--- config.mk ---
export PLATFORM = sky130hd
export DESIGN_NAME = rxs_frame_classifier
export DESIGN_NICKNAME = d
export VERILOG_FILES = /design/src/rtl/rxs_pkg.sv /design/src/rtl/rxs_len_window.sv /design/src/rtl/rxs_error_screen.sv /design/src/rtl/rxs_addr_screen.sv /design/src/rtl/rxs_port_gate.sv /design/src/rtl/rxs_frame_classifier.sv
export SDC_FILE = /design/constraint.sdc
export NUM_CORES = 1
export LEC_CHECK = 0
export ABC_AREA = 1
export ABC_CLOCK_PERIOD_IN_PS = 2340
export BUFFER_PORTS_ARGS = -buffer_cell sky130_fd_sc_hd__buf_2
export CORE_MARGIN = 2
export CORE_UTILIZATION = 24
export CTS_BUF_LIST = sky130_fd_sc_hd__clkbuf_2 sky130_fd_sc_hd__clkbuf_4 sky130_fd_sc_hd__clkbuf_8
export CTS_CLUSTER_SIZE = 28
export DETAILED_ROUTE_END_ITERATION = 12
export HOLD_SLACK_MARGIN = 0.05
export MAX_ROUTING_LAYER = met4
export PLACE_DENSITY = 0.63
export SLEW_MARGIN = 10
export SYNTH_ARGS = -nofsm -noshare
export SYNTH_HDL_FRONTEND = slang
export SYNTH_HIERARCHICAL = 1
export SYNTH_SLANG_ARGS = --single-unit
--- constraint.sdc ---
create_clock -name clk -period 2.34 [get_ports clk]
set_clock_uncertainty 0.1 [all_clocks]
set_input_delay 0.117 -clock clk [delete_from_list [all_inputs] [get_ports clk]]
set_output_delay 0.117 -clock clk [all_outputs]
set_load 0.05 [all_outputs]
--- src/rtl/rxs_pkg.sv ---
package rxs_pkg;

    // Smallest length, in bytes, that a good frame may have.
    localparam int MIN_GOOD_LEN = 64;

    // Result codes presented by the address filter.
    typedef enum logic [2:0] {
        MATCH_NONE      = 3'd0,
        MATCH_UNICAST   = 3'd1,
        MATCH_BROADCAST = 3'd2,
        MATCH_MULTICAST = 3'd3,
        MATCH_PROMISC   = 3'd4
    } rxs_match_e;

    // Classifier control states.
    typedef enum logic {
        ST_IDLE = 1'b0,
        ST_EMIT = 1'b1
    } rxs_state_e;

    // Verdict captured at end of frame.
    typedef struct packed {
        logic good;
        logic bcast;
    } rxs_verdict_t;

endpackage

--- src/rtl/rxs_len_window.sv ---
module rxs_len_window
    import rxs_pkg::*;
#(
    parameter int LEN_W = 14
) (
    input  logic [LEN_W-1:0] frame_len,
    input  logic [LEN_W-1:0] max_len,
    output logic             too_short,
    output logic             too_long,
    output logic             in_window
);

    localparam logic [LEN_W-1:0] LOW_BOUND = LEN_W'(MIN_GOOD_LEN);

    always_comb begin
        too_short = (frame_len < LOW_BOUND);
        too_long  = (frame_len > max_len);
        in_window = !too_short && !too_long;
    end

endmodule

--- src/rtl/rxs_error_screen.sv ---
module rxs_error_screen #(
    parameter int ERR_N = 3
) (
    input  logic [ERR_N-1:0] err_flags,
    output logic             clean
);

    // Reduce the error flags one stage at a time so ERR_N can grow.
    logic [ERR_N:0] any_err;

    assign any_err[0] = 1'b0;

    for (genvar i = 0; i < ERR_N; i++) begin : g_err
        assign any_err[i+1] = any_err[i] | err_flags[i];
    end

    assign clean = !any_err[ERR_N];

endmodule

--- src/rtl/rxs_addr_screen.sv ---
module rxs_addr_screen
    import rxs_pkg::*;
#(
    parameter int ADDR_W = 48
) (
    input  logic [2:0]        match_code,
    input  logic [ADDR_W-1:0] dest_addr,
    output logic              accepted,
    output logic              all_ones_dest
);

    always_comb begin
        unique case (match_code)
            MATCH_UNICAST,
            MATCH_BROADCAST,
            MATCH_MULTICAST,
            MATCH_PROMISC:   accepted = 1'b1;
            default:         accepted = 1'b0;
        endcase
    end

    assign all_ones_dest = &dest_addr;

endmodule

--- src/rtl/rxs_port_gate.sv ---
module rxs_port_gate #(
    parameter int NUM_PORTS = 3,
    parameter int PORT_W    = 2
) (
    input  logic                 emit,
    input  logic                 good,
    input  logic                 bcast,
    input  logic [PORT_W-1:0]    port,
    input  logic [NUM_PORTS-1:0] port_en,
    output logic [NUM_PORTS-1:0] good_strobe,
    output logic [NUM_PORTS-1:0] bcast_strobe
);

    for (genvar p = 0; p < NUM_PORTS; p++) begin : g_port
        logic sel;
        assign sel             = emit && (port == PORT_W'(p)) && port_en[p];
        assign good_strobe[p]  = sel && good;
        assign bcast_strobe[p] = sel && good && bcast;
    end

endmodule

--- src/rtl/rxs_frame_classifier.sv ---
module rxs_frame_classifier
    import rxs_pkg::*;
#(
    parameter int  NUM_PORTS = 3,
    parameter int  LEN_W     = 14,
    parameter int  ADDR_W    = 48,
    localparam int PORT_W    = (NUM_PORTS > 1) ? $clog2(NUM_PORTS) : 1
) (
    input  logic                 clk,
    input  logic                 rst_n,
    input  logic                 eof_valid,
    input  logic [PORT_W-1:0]    eof_port,
    input  logic [2:0]           match_code,
    input  logic [LEN_W-1:0]     frame_len,
    input  logic [LEN_W-1:0]     max_len,
    input  logic                 crc_err,
    input  logic                 align_err,
    input  logic                 code_err,
    input  logic                 overrun,
    input  logic [ADDR_W-1:0]    dest_addr,
    input  logic [NUM_PORTS-1:0] port_en,
    output logic [NUM_PORTS-1:0] good_strobe,
    output logic [NUM_PORTS-1:0] bcast_strobe
);

    localparam int ERR_N = 3;

    // Overrun is part of the status word but takes no part in the verdict.
    logic unused_overrun_sink;
    assign unused_overrun_sink = overrun;

    // ---------------- combinational screens ----------------
    logic len_short, len_long, len_ok;
    logic err_clean;
    logic addr_ok, dest_bcast;

    rxs_len_window #(.LEN_W(LEN_W)) u_len (
        .frame_len (frame_len),
        .max_len   (max_len),
        .too_short (len_short),
        .too_long  (len_long),
        .in_window (len_ok)
    );

    rxs_error_screen #(.ERR_N(ERR_N)) u_err (
        .err_flags ({code_err, align_err, crc_err}),
        .clean     (err_clean)
    );

    rxs_addr_screen #(.ADDR_W(ADDR_W)) u_addr (
        .match_code    (match_code),
        .dest_addr     (dest_addr),
        .accepted      (addr_ok),
        .all_ones_dest (dest_bcast)
    );

    rxs_verdict_t verdict_d;

    always_comb begin
        verdict_d.good  = addr_ok && len_ok && err_clean;
        verdict_d.bcast = addr_ok && len_ok && err_clean && dest_bcast;
    end

    // ---------------- control state machine ----------------
    rxs_state_e st_q, st_d;

    always_ff @(posedge clk) begin
        if (!rst_n) st_q <= ST_IDLE;
        else        st_q <= st_d;
    end

    always_comb begin
        st_d = st_q;
        unique case (st_q)
            ST_IDLE: st_d = eof_valid ? ST_EMIT : ST_IDLE;   // T_CAPTURE / T_WAIT
            ST_EMIT: st_d = eof_valid ? ST_EMIT : ST_IDLE;   // T_CHAIN / T_RETIRE
            default: st_d = ST_IDLE;
        endcase
    end

    // ---------------- verdict capture at end of frame ----------------
    rxs_verdict_t         verdict_q;
    logic [PORT_W-1:0]    port_q;
    logic [NUM_PORTS-1:0] en_q;

    always_ff @(posedge clk) begin
        if (!rst_n) begin
            verdict_q <= '0;
            port_q    <= '0;
            en_q      <= '0;
        end else if (eof_valid) begin
            verdict_q <= verdict_d;
            port_q    <= eof_port;
            en_q      <= port_en;
        end
    end

    // ---------------- outputs ----------------
    logic emit;

    always_comb begin
        unique case (st_q)
            ST_EMIT: emit = 1'b1;
            default: emit = 1'b0;
        endcase
    end

    rxs_port_gate #(.NUM_PORTS(NUM_PORTS), .PORT_W(PORT_W)) u_gate (
        .emit         (emit),
        .good         (verdict_q.good),
        .bcast        (verdict_q.bcast),
        .port         (port_q),
        .port_en      (en_q),
        .good_strobe  (good_strobe),
        .bcast_strobe (bcast_strobe)
    );

endmodule

==> results.py <==
metrics = {
    "placed_design": {
        "dpl.hpwl_mm": 2.452,
        "dpl_cell_area_um2": 1511,
        "dp_slack_ns": 0.6520,
        "routabilityCongestion": 0.7875,
        "io_buffers": 95,
    },
    "sta": {
        "hold_slack_ns": 0.04817,
        "relSlewSlack_pct": 83.51,
        "final-setup-viol-count": 0,
        "slew_violations": 0,
        "period_share_pct": 61.30,
        "setup_ws_ns": 0.9056,
        "fmax_ghz": 0.6971,
        "rsz0062_at_grt": "false",
        "hold_viol": 0,
        "worst_slew_pin_slew_ns": 0.2491,
        "setup_tns_ns": 0,
        "period_minus_slack_ns": 1.434,
    },
    "critical_path": {
        "slowest_delay_ns": 0.28,
        "worstSetupPathType": "in2reg",
        "cpMostUsedCell": "nand2_1",
        "crit_buf_inv": 2,
        "path_delay_family": "simple AND/OR/NAND/NOR gates",
        "crit_chain": "buf_2 -> ha_1 -> nand2_1 -> nor2_2 -> inv_2 -> nor2_4 -> nand4_2 -> a21oi_1 -> nand2_1 -> nor2_2 -> nand2_1 -> a21oi_2",
        "crit_arrival_ns": 1.50,
        "worstPathMaxFanout": 2,
        "required_ns": 2.41,
        "start_kind": "input pin",
        "critical_path.endpoint_type": "flop",
        "crit_path_top_delay_cell": "ha_1",
    },
    "cts": {
        "htreeDepth": 1,
        "cts_sinks": 8,
        "cts.clk_slew.worst_paths_ns": 0.04,
        "cts_tree": "built",
        "cts_buffers": 3,
        "cts_root_buffer": "clkbuf_8",
        "clk_path_buf_depth": 2,
        "cts_resized": 0,
        "clock_latency_ns": 0.23,
    },
    "synthesis": {
        "syn-instance-count": 168,
        "syn-cell-area_um2": 973.4,
        "syn_avg_cell_area_um2": 5.794,
        "yosysWarningCount": 6,
        "synth_nets": 273,
    },
    "layout": {
        "nNetsFinal": 377,
        "final_area_um2": 1593,
        "regArea_um2": 160.2,
        "layout-drive-gt1-share_pct": 41.11,
        "area_growth_pct": 63.62,
        "final_common_cell": "buf_2",
        "antenna_cells": 0,
        "multi_input_area_um2": 689.4,
        "layout_common_cells": "buf_2, nand2_1, inv_1",
        "num-fill-cells": 424,
    },
    "drt": {
        "m1WireLength_mm": 1.139,
        "vias": 1303,
        "ant_nets": 0,
        "drc": 0,
        "highest_layer": "met4",
        "drt_iter0_markers": 37,
        "finalWirelength_mm": 2.655,
        "dr_wl_met2_mm": 1.265,
        "dr_wl_met3_um": 233,
        "vias_per_cell": 4.072,
        "first_pass_iters": 4,
        "post_drt_wl_per_cell_um": 8.297,
    },
    "global_route": {
        "grt_usage_pct": 11.92,
        "grt_pass1_vias": 1078,
        "grt_max_degree": 9,
        "gr-total-overflow": 0,
        "grt_pass1_wl_mm": 4.077,
        "antenna_found_initial": 0,
    },
    "floorplanning": {
        "dieWidth_um": 67.69,
        "start_util_pct": 24.69,
        "io_pins": 97,
        "core-area_um2": 3943,
        "die_area_um2": 4581,
        "die_y_um": 67.69,
        "row_count": 23,
    },
    "pwr": {
        "leakage_nw": 0.9434,
        "ir_drop_v": 0.0001321,
        "p_total_w": 0.0004828,
        "p_per_area_nw_per_um2": 303.1,
    },
    "outcome": {
        "status": "finished, final reports clean",
    },
    "job": {
        "maxCapViolCount": 0,
    },
    "worst_hold_path": {
        "hold_class": "in2reg",
    },
}
[flip-flops by register name (all words and copies together) (netlist names)]
| register | count |
|---|---|
| en_q | 3 |
| port_q | 2 |
| verdict_q | 2 |
| st_q | 1 |
[where the power goes]
group	internal [W]	switching, W
combinational	0.0000938	0.0000780
sequential	0.000144	0.00000494
clock	0.000111	0.0000508
[per-stage QoR]
stage	utilization, %	std cells
after floorplan	-	168
after global placement	38.34	313
after detailed placement	38.34	313
after CTS	40.40	320
after global routing	40.40	320
final	40.40	320
[worst paths after layout]
check                     start  slack (ns)            to  cells after the start
hold / removal      eof_port[1]        0.05     port_q[1]                      3
setup / recovery  frame_len[13]        0.91  verdict_q[0]                     12
hold reg to reg    verdict_q[0]        0.38  verdict_q[0]                      2
setup reg to reg      port_q[1]        1.58     port_q[1]                      2
[worst register-to-register path: stages (launching register included)]
cell	delay, ns
dfxtp_1	0.33
o21ai_0	0.15
nor2_1	0.06
[metal layers]
| layer | global-route usage (%) | vias up |
|---|---|---|
| li1 | - | 724 |
| met1 | 14.55 | 508 |
| met2 | 20.96 | 69 |
| met3 | 1.500 | 2 |
| met4 | 2.296 | 0 |
| met5 | - | - |
[final cells by class]
class	count	area share [%]
flip-flops and latches	8	10.05
well taps	50	3.928
multi-input cells	127	43.28
repair buffers	99	32.36
clock buffers	3	2.592
inverters	33	7.777
[timing repair]
action,CTS,global route
hold buffers,4,0
setup endpoints to repair,0,0
buffers inserted,0,0
endpoints found under the hold margin,4,0
(Power assumes the default switching activity.)
